<file path="config.mk">
export PLATFORM = sky130hd
export DESIGN_NAME = spi_panel_writer
export DESIGN_NICKNAME = d
export VERILOG_FILES = /design/src/rtl/spi_pw_pkg.sv /design/src/rtl/spi_pw_shifter.sv /design/src/rtl/spi_pw_seq.sv /design/src/rtl/spi_panel_writer.sv
export SDC_FILE = /design/constraint.sdc
export NUM_CORES = 1
export LEC_CHECK = 0
export CORE_MARGIN = 4
export CORE_UTILIZATION = 50
export CTS_CLUSTER_SIZE = 12
export DETAILED_ROUTE_END_ITERATION = 10
export HOLD_SLACK_MARGIN = 0.05
export MAX_ROUTING_LAYER = met4
export PLACE_DENSITY = 0.71
export RECOVER_POWER = 50
export SLEW_MARGIN = 20
export SYNTH_ARGS = -nofsm -noshare
export SYNTH_HDL_FRONTEND = slang
export SYNTH_SLANG_ARGS = --single-unit
</file>
<file path="constraint.sdc">
create_clock -name clk -period 3.7 [get_ports clk]
set_input_delay 0.555 -clock clk [delete_from_list [all_inputs] [get_ports clk]]
set_output_delay 0.555 -clock clk [all_outputs]
set_load 0.005 [all_outputs]
</file>
<file path="src/rtl/spi_pw_pkg.sv">
package spi_pw_pkg;
  localparam int REG_W   = 8;
  localparam int VAL_W   = 16;
  localparam int PFX_W   = 8;
  localparam int FRAME_W = PFX_W + VAL_W;

  localparam logic [PFX_W-1:0] IDX_PREFIX = 8'h74;
  localparam logic [PFX_W-1:0] DAT_PREFIX = 8'h76;

  localparam logic [REG_W-1:0] REG_SHUTDOWN = 8'h11;
  localparam logic [REG_W-1:0] REG_OUTCTL   = 8'h01;
  localparam logic [VAL_W-1:0] VAL_WAKE     = 16'h0000;

  localparam logic [VAL_W-1:0] OUTCTL_BASE = 16'h2AEF;
  localparam int BIT_LR   = 8;
  localparam int BIT_TB   = 9;
  localparam int BIT_BGR  = 11;
  localparam int BIT_NORM = 13;
  localparam logic [VAL_W-1:0] OUTCTL_MASK =
    (16'h1 << BIT_LR) | (16'h1 << BIT_TB) | (16'h1 << BIT_BGR) | (16'h1 << BIT_NORM);

  typedef enum logic [2:0] {
    SQ_IDLE, SQ_IDX, SQ_IDX_W, SQ_DAT, SQ_DAT_W
  } seq_state_t;

  typedef enum logic [2:0] {
    SH_IDLE, SH_LEAD, SH_LOW, SH_HIGH, SH_GAP
  } sh_state_t;

  function automatic logic [FRAME_W-1:0] index_frame(input logic [REG_W-1:0] r);
    index_frame = {IDX_PREFIX, {(VAL_W-REG_W){1'b0}}, r};
  endfunction

  function automatic logic [FRAME_W-1:0] data_frame(input logic [VAL_W-1:0] v);
    data_frame = {DAT_PREFIX, v};
  endfunction

  function automatic logic [VAL_W-1:0] outctl_word(input logic [3:0] opts);
    logic [VAL_W-1:0] w;
    w = OUTCTL_BASE & ~OUTCTL_MASK;
    w[BIT_LR]   = opts[0];
    w[BIT_TB]   = opts[1];
    w[BIT_BGR]  = opts[2];
    w[BIT_NORM] = opts[3];
    outctl_word = w;
  endfunction
endpackage

</file>
<file path="src/rtl/spi_pw_shifter.sv">
module spi_pw_shifter
  import spi_pw_pkg::*;
#(
  parameter int CLK_DIV = 4,
  parameter int W       = FRAME_W
) (
  input  logic         clk,
  input  logic         rst,
  input  logic         load,
  input  logic [W-1:0] frame,
  output logic         frame_done,
  output logic         sck,
  output logic         mosi,
  output logic         cs_n
);
  localparam int HALF  = CLK_DIV / 2;
  localparam int CNT_W = $clog2(CLK_DIV + 1);
  localparam int BIT_W = $clog2(W + 1);

  sh_state_t        st;
  logic [CNT_W-1:0] cnt;
  logic [BIT_W-1:0] bits;
  logic [W-1:0]     sr;

  always_ff @(posedge clk) begin
    if (rst) begin
      st         <= SH_IDLE;
      cnt        <= '0;
      bits       <= '0;
      sr         <= '0;
      sck        <= 1'b1;
      mosi       <= 1'b0;
      cs_n       <= 1'b1;
      frame_done <= 1'b0;
    end else begin
      frame_done <= 1'b0;
      case (st)
        SH_IDLE: begin
          if (load) begin
            sr   <= frame;
            mosi <= frame[W-1];
            cs_n <= 1'b0;
            bits <= '0;
            cnt  <= CNT_W'(HALF - 1);
            st   <= SH_LEAD;
          end
        end
        SH_LEAD: begin
          if (cnt == '0) begin
            sck <= 1'b0;
            cnt <= CNT_W'(HALF - 1);
            st  <= SH_LOW;
          end else cnt <= cnt - 1'b1;
        end
        SH_LOW: begin
          if (cnt == '0) begin
            sck <= 1'b1;
            cnt <= CNT_W'(HALF - 1);
            st  <= SH_HIGH;
          end else cnt <= cnt - 1'b1;
        end
        SH_HIGH: begin
          if (cnt == '0) begin
            if (bits == BIT_W'(W - 1)) begin
              cs_n <= 1'b1;
              cnt  <= CNT_W'(CLK_DIV - 1);
              st   <= SH_GAP;
            end else begin
              bits <= bits + 1'b1;
              sr   <= sr << 1;
              mosi <= sr[W-2];
              sck  <= 1'b0;
              cnt  <= CNT_W'(HALF - 1);
              st   <= SH_LOW;
            end
          end else cnt <= cnt - 1'b1;
        end
        SH_GAP: begin
          if (cnt == '0) begin
            frame_done <= 1'b1;
            st         <= SH_IDLE;
          end else cnt <= cnt - 1'b1;
        end
        default: st <= SH_IDLE;
      endcase
    end
  end

  // Checker state: rising edges per frame and high time of chip select
  logic [BIT_W-1:0] rise_cnt;
  logic [CNT_W-1:0] hi_cnt;
  always_ff @(posedge clk) begin
    if (rst) begin
      rise_cnt <= '0;
      hi_cnt   <= CNT_W'(CLK_DIV);
    end else begin
      if (st == SH_IDLE) rise_cnt <= '0;
      else if (st == SH_LOW && cnt == '0) rise_cnt <= rise_cnt + 1'b1;
      if (!cs_n) hi_cnt <= '0;
      else if (hi_cnt < CNT_W'(CLK_DIV)) hi_cnt <= hi_cnt + 1'b1;
    end
  end


  sck_idle_high_chk: assert property (@(posedge clk) disable iff (rst)
    cs_n |-> sck);

  mosi_hold_chk: assert property (@(posedge clk) disable iff (rst)
    (!cs_n && $past(!cs_n) && sck && $past(sck)) |-> $stable(mosi));

  frame_len_chk: assert property (@(posedge clk) disable iff (rst)
    $rose(cs_n) |-> (rise_cnt == BIT_W'(W)));

  cs_gap_chk: assert property (@(posedge clk) disable iff (rst)
    $fell(cs_n) |-> (hi_cnt >= CNT_W'(CLK_DIV)));
endmodule

</file>
<file path="src/rtl/spi_pw_seq.sv">
module spi_pw_seq
  import spi_pw_pkg::*;
(
  input  logic               clk,
  input  logic               rst,
  input  logic               wr_start,
  input  logic [REG_W-1:0]   wr_reg,
  input  logic [VAL_W-1:0]   wr_value,
  input  logic               init_start,
  input  logic [3:0]         init_opts,
  input  logic               sh_done,
  output logic               sh_load,
  output logic [FRAME_W-1:0] sh_frame,
  output logic               busy,
  output logic               done
);
  seq_state_t       st;
  logic [REG_W-1:0] cur_reg;
  logic [VAL_W-1:0] cur_val;
  logic [VAL_W-1:0] ctl_word;
  logic             in_init;

  always_ff @(posedge clk) begin
    if (rst) begin
      st       <= SQ_IDLE;
      cur_reg  <= '0;
      cur_val  <= '0;
      ctl_word <= '0;
      in_init  <= 1'b0;
      sh_load  <= 1'b0;
      sh_frame <= '0;
      busy     <= 1'b0;
      done     <= 1'b0;
    end else begin
      sh_load <= 1'b0;
      done    <= 1'b0;
      case (st)
        SQ_IDLE: begin
          if (init_start) begin
            in_init  <= 1'b1;
            cur_reg  <= REG_SHUTDOWN;
            cur_val  <= VAL_WAKE;
            ctl_word <= outctl_word(init_opts);
            busy     <= 1'b1;
            st       <= SQ_IDX;
          end else if (wr_start) begin
            in_init <= 1'b0;
            cur_reg <= wr_reg;
            cur_val <= wr_value;
            busy    <= 1'b1;
            st      <= SQ_IDX;
          end
        end
        SQ_IDX: begin
          sh_load  <= 1'b1;
          sh_frame <= index_frame(cur_reg);
          st       <= SQ_IDX_W;
        end
        SQ_IDX_W: if (sh_done) st <= SQ_DAT;
        SQ_DAT: begin
          sh_load  <= 1'b1;
          sh_frame <= data_frame(cur_val);
          st       <= SQ_DAT_W;
        end
        SQ_DAT_W: begin
          if (sh_done) begin
            if (in_init && cur_reg == REG_SHUTDOWN) begin
              cur_reg <= REG_OUTCTL;
              cur_val <= ctl_word;
              st      <= SQ_IDX;
            end else begin
              in_init <= 1'b0;
              busy    <= 1'b0;
              done    <= 1'b1;
              st      <= SQ_IDLE;
            end
          end
        end
        default: st <= SQ_IDLE;
      endcase
    end
  end


  busy_ends_with_done_chk: assert property (@(posedge clk) disable iff (rst)
    $fell(busy) |-> done);

  done_single_chk: assert property (@(posedge clk) disable iff (rst)
    done |=> !done);

  ignore_busy_start_chk: assert property (@(posedge clk) disable iff (rst)
    (busy && !in_init && (wr_start || init_start)) |=> ($stable(cur_reg) && $stable(cur_val)));

  init_priority_chk: assert property (@(posedge clk) disable iff (rst)
    (!busy && init_start && wr_start) |=> (in_init && cur_reg == REG_SHUTDOWN));
endmodule

</file>
<file path="src/rtl/spi_panel_writer.sv">
module spi_panel_writer
  import spi_pw_pkg::*;
#(
  parameter int CLK_DIV = 4
) (
  input  logic        clk,
  input  logic        rst,
  input  logic        wr_start,
  input  logic [7:0]  wr_reg,
  input  logic [15:0] wr_value,
  input  logic        init_start,
  input  logic [3:0]  init_opts,
  output logic        busy,
  output logic        done,
  output logic        spi_sck,
  output logic        spi_mosi,
  output logic        spi_cs_n
);
  logic               sh_load;
  logic               sh_done;
  logic [FRAME_W-1:0] sh_frame;

  spi_pw_seq u_seq (
    .clk(clk), .rst(rst),
    .wr_start(wr_start), .wr_reg(wr_reg), .wr_value(wr_value),
    .init_start(init_start), .init_opts(init_opts),
    .sh_done(sh_done), .sh_load(sh_load), .sh_frame(sh_frame),
    .busy(busy), .done(done)
  );

  spi_pw_shifter #(.CLK_DIV(CLK_DIV), .W(FRAME_W)) u_shift (
    .clk(clk), .rst(rst),
    .load(sh_load), .frame(sh_frame), .frame_done(sh_done),
    .sck(spi_sck), .mosi(spi_mosi), .cs_n(spi_cs_n)
  );


  busy_done_excl_chk: assert property (@(posedge clk) disable iff (rst)
    done |-> !busy);

  idle_cs_chk: assert property (@(posedge clk) disable iff (rst)
    (!busy && !done) |-> spi_cs_n);
endmodule

</file>
# After elaboration in Yosys (flattened, before gate mapping)
# Cells that the tools add are included.
# word_totals
register_bits,104
out_inout_bits,5
wordCells,128
# classes
add_sub_neg,2
eq_ne,23
mux,61
bitwise_logic,3
n_reduce_logical,22
# op_table
cell,count
$mux 23,3
$mux 16,4
$pmux 24 s2,1
$pmux 23 s2,1
$mux 3,13
$mux 8,4
$pmux 16 s2,1
$pmux 3 s5,2
$mux 1,20
$ne 2x1->1 const B,8
$pmux 8 s2,1
$reduce_and 4->1,4
$mux 5,3
$eq 3x2->1 const B,4
$pmux 3 s4,1
$pmux 5 s2,1
$reduce_and 5->1,2
$logic_not 3->1,3
$eq 8x5->1 const B,1
$ne 2x2->1 const B,4
$pmux 1 s2,4
$eq 3x1->1 const B,2
$eq 3x3->1 const B,2
$reduce_and 3->1,2
other kinds (14),20

# Logic depth before layout (Yosys ltp)
# Gate-level depths: netlist of run 1.
# logic_depth
ltp_word,5
depth_mapped,8
mapped_depth_nobuf,7

# By module
# From an unflattened synthesis of run 1, not the netlist that was laid out.
# hier_totals
hier_cells,491
area_unflattened_um2,4388.0
# by_module_without_submodules
mod,n_inst,cells_each,area_each_um2,seq_area_each_um2
spi_pw_seq,1,262,2377.3,1081.0
spi_pw_shifter,1,229,2010.7,760.7

# Worst setup path before layout of run 1
# No wires, ideal clock.
# synth_timing
kind,reg2reg
startpoint,register u_shift.cnt[0]
endpoint,register u_shift.cnt[2]
arrival_time_ns,1.668
required_time_ns,3.572
slack_ns,1.904
stages_incl_launch_ff,9
n_path_buf,1
cell_sequence,dfxtp_1 > inv_1 > ha_1 > ha_1 > clkbuf_1 > o31ai_1 > o31ai_1 > a221oi_1 > nor2_1
# synth_via
elab_chain_len,3
# synth_rtl
item,line,rtl
start: declaration,spi_pw_shifter.sv:21,logic [CNT_W-1:0] cnt;
start signal: assignment,spi_pw_shifter.sv:44,cnt <= CNT_W'(HALF - 1);
start signal: assignment,spi_pw_shifter.sv:51,cnt <= CNT_W'(HALF - 1);
start signal: assignment,spi_pw_shifter.sv:53,end else cnt <= cnt - 1'b1;
$sub 3x1->3 / $logic_not 3->1 (equally long branches),-,
$mux 3 (tied with other cells),spi_pw_shifter.sv:79,if (cnt == '0) begin
$pmux 3 s4 / $reduce_and 3->1 (equally long branches),-,
# Several ways; a longest one is shown, not always the timed one. The select of a mux whose other input is x is not followed.
# A chain may end at the register's enable or synchronous reset.

# Final worst setup path of run 1
# layout_timing
startpoint,input init_start
endpoint,register u_seq.cur_val[6]
# layout_via
elab_chain_len,2
# layout_rtl
item,line,rtl
start: declaration,spi_panel_writer.sv:11,"input logic init_start,"
$ne 3x3->1 (no line) / $mux 16 (equally long branches),-,
$reduce_and 4->1 (no line) / $pmux 16 s2 (equally long branches),-,
end signal: assignment,spi_pw_seq.sv:49,cur_val <= wr_value;
end signal: assignment,spi_pw_seq.sv:69,cur_val <= ctl_word;
end: declaration,spi_pw_seq.sv:19,logic [VAL_W-1:0] cur_val;
# Several ways; a longest one is shown, not always the timed one.

==> results.yml, run 1 <==
clock_tree:
  clockBufferDepth: 2
  cts_hold_buf: 0
  clockRootBuffer: "clkbuf_8"
  tritoncts: "yes"
  cts_made_buffers: 9
  post_cts_resized: 0
  cts_sinks: 92
  clkTransAtPathRegs_ps: 90
  cts_max_level: 3
  clkLatencyLatePin_ps: 350
  cts_setup_buffers: 0
hold_path:
  hp-class: "reg -> reg"
global_routing:
  grt_max_degree: 35
  grt_use_total: 0.1892
  grt-ovfl-total: 0
  grt_pass1_vias: 3148
  antenna_found_initial: 0
  grt_pass1_wl_um: 14910
worst_setup_path:
  critPathMaxFanout: 25
  endpoint_kind: "flop"
  worst_path_max_delay_cell: "clkbuf_1"
  cp.arrival_ps: 3150
  critPathRequiredTime_ps: 3950
  path_delay_family: "buffers and inverters"
  path_class: "in -> reg"
  slowest_delay_ps: 670
  crit_chain: "dlygate4sd3_1 -> clkbuf_1 -> nor2_1 -> and2b_1 -> a21oi_1 -> buf_4 -> a221oi_1"
  worst-path-buf-inv: 3
  startpoint_type: "input port"
sta:
  worst_pin_slew_ps: 1496
  fin_tns_setup_ps: 0
  setup_slack_ps: 801.1
  slew-limit-headroom: 0.002857
  period_needed_ps: 2899
  fin_crit_sh: 0.7835
  rsz0062_at_grt: "false"
  finClkSkew_ps: 11.80
  finalHoldViolations: 0
  fmax_mhz: 345.0
  drv_slew: 0
  setup_violations: 0
logic_synthesis:
  seq_area_frac_synth: 0.4415
  synth_compound_area_frac: 0.2127
  synth_fa_ha_area_frac: 0.01200
  synth.top_cells.by_count: "dfxtp_1 (92), a21oi_1 (59), a211oi_1 (33), nand2_1 (31)"
  synth_flop_cell: "dfxtp_1"
  ys_ff_latch: 92
  synth_cell_types: 52
  syn-instance-count: 463
  yosysMostFrequentCell: "dfxtp_1"
  synth_edf_count: 0
  postSynth.asyncResetShare: 0
  synth_top_family_by_area: "compound AO/OA/AOI/OAI gates"
  ys_warn_count: 0
  yosys.area.top_type: "dfxtp_1"
  synth_top_area_share: 0.4415
  syn_area_um2: 4172
  post_synth_and_or_nand_nor_area_fraction: 0.1941
  synth-xor-area-share: 0.008398
  syn_area_per_cell_um2: 9.010
  syn-num-nets: 499
  synthMuxAreaShare: 0.06719
  synth.area.top_cells: "dfxtp_1 (44%), a21oi_1 (7.1%), mux2i_1 (6.7%)"
floorplanning:
  start_util: 0.5103
  rows: 33
  die_height_um: 99.34
  pin_count: 37
  die_w_um: 99.34
  core_um2: 8175
  dieArea_um2: 9868
detailed_routing:
  wl_um: 8796
  viasPerCell: 5.731
  drtIter0Drc: 114
  route.detailed.drc: 0
  vias: 3364
  wl_per_cell_um: 14.98
  drtAntennaViolNets: 0
  drtPass1Iterations: 4
cells_and_area:
  diodes: 0
  reg_top3: "u_shift.sr: 23 flops, u_seq.sh_frame: 18 flops, u_seq.cur_val: 16 flops"
  areaGrowthSynthToFinish_pct: 13.59
  registers.top_by_ff_count: "u_shift.sr"
  largest_reg_flops: 23
  final_cells: 587
  finish.utilization: 0.5796
  final_nets: 513
  drive_gt1_frac: 0.07884
place:
  dp_hpwl_um: 6058
  dpl.cell_count: 571
  place.gp.congestion: 0.8145
  place_ws_ps: 1047
  portBuffers: 36
job:
  max-cap-violations: 1
power:
  ir_drop_v: 0.0002945
  p_per_area_nw_per_um2: 572.5
  leakage_nw: 1.702
run_status:
  violations: "max-capacitance violations"
  outcome: "complete, but fails checks"
-- cell type report --
type | instances | area, um^2
Clock inverter | 6 | 93.84
Sequential cell | 92 | 1842
Fill cell | 753 | 3437
Clock buffer | 10 | 137.6
Inverter | 18 | 67.56
Tap cell | 105 | 131.4
Timing Repair Buffer | 46 | 410.4
Multi-Input combinational cell | 310 | 2056
-- worst min-delay path, stage by stage (launching register included) --
cell	delay, ps
dfxtp_1	320
nand2_1	50
a21oi_1	50
-- final timing paths --
path	start	end	slack, ps	cells after the start
worst min-delay path	u_seq.sh_frame[15]	u_seq.sh_frame[15]	460	2
worst max register to register	u_shift.cnt[1]	u_shift.sr[2]	1150	7
worst max-delay path	init_start	u_seq.cur_val[6]	800	7
worst min register to register	u_seq.sh_frame[15]	u_seq.sh_frame[15]	460	2
-- kinds of logic after synthesis --
kind of cell	Yosys count
buffers and inverters	61
multiplexers	28
AO/OA/AOI/OAI	131
XOR/XNOR	4
AND/OR/NAND/NOR	143
adder cells (fa/ha/maj)	4
flip-flops	92
-- per-stage QoR --
step	cell area (um^2)	power [mW]	hold slack (ps)
finish	4738	2.713	456.2
global route	4738	2.884	472.0
CTS	4765	2.750	459.1
detailed placement	4533	1.985	449.2
global placement	4533	1.960	440.8
floorplan	4172	1.810	431.1
-- power by group --
group | internal [mW] | switching, mW
combinational | 0.298 | 0.400
clock | 0.405 | 0.353
sequential | 1.14 | 0.115
total | 1.85 | 0.867
-- layout by cell type (no fill, tap or decap), types with 2 or more instances in the layout --
cell	instances
buf_4	5
mux2i_1	28
a221oi_1	8
nand3_1	30
nand2b_1	5
clkbuf_1	6
inv_6	2
clkbuf_8	10
o22a_1	2
a211oi_1	33
nor3b_1	4
inv_1	17
a21oi_1	59
and3_1	2
dfxtp_1	92
xnor2_1	4
nor2b_1	2
or3_1	2
nand2_1	31
a31oi_1	2
nor2_1	30
a221oi_2	6
ha_1	4
nand4_1	2
nor3_1	7
bufinv_16	2
nor4_1	2
o21ai_0	9
nor4b_4	2
dlygate4sd3_1	6
o31ai_1	2
nand4b_1	14
clkdlybuf4s50_1	29
-- metal layers --
metal | track usage | wire (um) | vias up
li1 | - | - | 1719
met1 | 0.2459 | 4148 | 1569
met3 | 0.03787 | 285 | 7
met2 | 0.3022 | 4288 | 69
met5 | - | 0 | -
met4 | 0.05042 | 74 | 0
Note: power is estimated with default switching activity, not from simulation.
==> run 2, diff against run 1 <==
Settings changed: PLACE_DENSITY 0.71 to 0.73.
Clock period 3.7 ns to 2.4 ns, I/O delays scaled along.
==> run 2 against run 1 <==
Effect of this change:
- the run now ends clean
- final area shrank 0.66%
- cell count grew 1.0%
- core utilization shrank 0.38 points
- first-iteration DRC count grew 78%
- routed wire length shrank 0.11%
- critical endpoint is now u_seq.cur_reg[2]
- total power grew 45%
- largest cell class unchanged
- die area is the same
- non-clock buffer count grew 6
==> results.yml, run 2 (synthesis results as in run 1) <==
worst_setup_path:
  cp.arrival_ps: 2470
  startpoint_type: "input port"
  reg2reg_to: "u_shift.sr[14]"
  slowest_delay_ps: 740
  endpoint: "u_seq.cur_reg[2]"
  endpoint_kind: "flop"
  reg2reg_depth: 8
  crit_chain: "dlygate4sd3_1 -> o21ai_0 -> clkbuf_1 -> nand3_1 -> a21oi_1"
  r2r-start: "u_shift.cnt[0]"
  crit_start: "init_start"
  path_class: "in -> reg"
  critPathMaxFanout: 13
  critPathRequiredTime_ps: 2690
  r2r_slack_ps: 240
  worst_path_max_delay_cell: "o21ai_0"
floorplanning:
  die_height_um: 99.34
  die_w_um: 99.34
  start_util: 0.5103
  core_um2: 8175
  rows: 33
  pin_count: 37
  dieArea_um2: 9868
place:
  portBuffers: 36
  dp_hpwl_um: 6024
  place.gp.congestion: 0.8649
  place_area_um2: 4591
power:
  swShare: 0.3340
  p_comb_frac: 0.268
  p_per_area_nw_per_um2: 837.9
  leakage_nw: 1.701
  ir_drop_v: 0.0004004
  seqPwrFrac: 0.494
  switchingPower_mw: 1.317
  intPower_mw: 2.627
  clockPowerShare: 0.237
detailed_routing:
  drtAntennaViolNets: 0
  drtPass1Iterations: 4
  viasPerCell: 5.710
  wl_um: 8786
  route.detailed.drc: 0
  wl_per_cell_um: 14.82
  vias: 3386
  drtIter0Drc: 203
cells_and_area:
  areaGrowthSynthToFinish_pct: 12.84
  layout_commonest_cell: "dfxtp_1"
  diodes: 0
  registers.top_by_ff_count: "u_shift.sr"
  reg_top3: "u_shift.sr: 23 flops, u_seq.sh_frame: 18 flops, u_seq.cur_val: 16 flops"
  drive_gt1_frac: 0.07787
  final_nets: 519
  postLayoutCellArea_um2: 4707
  mostFrequentLayoutCells: "dfxtp_1 (92), a21oi_1 (59), a211oi_1 (33), nand2_1 (31)"
  largest_reg_flops: 23
global_routing:
  grt_pass1_wl_um: 14970
  antenna_found_initial: 0
  grt_pass1_vias: 3192
  grt_use_total: 0.1906
  grt-ovfl-total: 0
  grt_max_degree: 71
hold_path:
  hp-class: "in -> reg"
  hold_start: "rst"
sta:
  setup_violations: 0
  period_needed_ps: 2174
  finClkSkew_ps: 13.67
  slew-limit-headroom: 0.3705
  finalHoldViolations: 0
  fin_tns_setup_ps: 0
  fmax_mhz: 459.9
  worst_pin_slew_ps: 944.2
  hold_ws_ps: 399.3
  drv_slew: 0
  fin_crit_sh: 0.9060
  rsz0062_at_grt: "false"
clock_tree:
  cts_sinks: 92
  post_cts_resized: 0
  clockBufferDepth: 2
  cts_max_level: 3
  tritoncts: "yes"
  clkLatencyLatePin_ps: 370
  clockRootBuffer: "clkbuf_8"
  cts_hold_buf: 0
  cts_setup_buffers: 0
  clkTransAtPathRegs_ps: 90
  cts_made_buffers: 9
job:
  max-cap-violations: 0
run_status:
  outcome: "finished clean"
[run 2: cell count changes in the layout (fill, tap and decap cells not counted), moves of 2 or more]
cell       before  now
buf_4           5    9
bufinv_16       2    0
inv_6           2    0
a221oi_2        6    1
clkinv_2        0    2
a221oi_1        8   13
clkbuf_1        6    8
[run 2: critical path: cells and delay by family]
family	cells	cell delay, ps
buffers and inverters	2	1090
AOI/OAI and AO/OA	2	890
and+or+nand+nor	1	130
[run 2: power groups by stage]
stage                     clock [mW]  sequential (mW)  combinational [mW]
final                          0.936             1.95                1.06
after global routing            1.03             1.98                1.18
after CTS                      0.960             1.95                1.11
after detailed placement           0             1.98                1.11
after global placement             0             1.97                1.08
after floorplan                    0             1.90               0.895
[run 2: final cells by class]
type                            instances  area (um^2)
Clock buffer                           12        145.1
Clock inverter                          4        25.02
Fill cell                             754         3468
Inverter                               18        67.56
Multi-Input combinational cell        310         2031
Sequential cell                        92         1842
Tap cell                              105        131.4
Timing Repair Buffer                   52        465.4
[run 2: routing by layer]
metal | track usage | up-vias | wire length (um)
li1 | - | 1732 | -
met1 | 0.2581 | 1568 | 4355
met2 | 0.2862 | 80 | 4023
met3 | 0.05189 | 6 | 351
met4 | 0.04202 | 0 | 56
met5 | - | - | 0
[run 2: stage by stage]
| stage | util | cells | worst slack [ps] | power [mW] |
|---|---|---|---|---|
| floorplan | - | 463 | 604.3 | 2.790 |
| global placement | 0.5615 | 577 | 356.1 | 3.056 |
| detailed placement | 0.5615 | 577 | 288.5 | 3.091 |
| CTS | 0.5823 | 593 | 256.2 | 4.021 |
| global route | 0.5758 | 593 | 49.28 | 4.201 |
| finish | 0.5758 | 593 | 225.5 | 3.944 |
[run 2: worst min path at each step]
stage,endpoint,cells after the start
2_1_floorplan,u_seq.ctl_word[7],2
3_5_place_dp,u_seq.sh_frame[9],2
3_3_place_gp,u_seq.sh_frame[15],2
4_1_cts,u_shift.st[2],2
6_report,u_shift.cnt[2],2
5_1_grt,u_shift.st[2],2
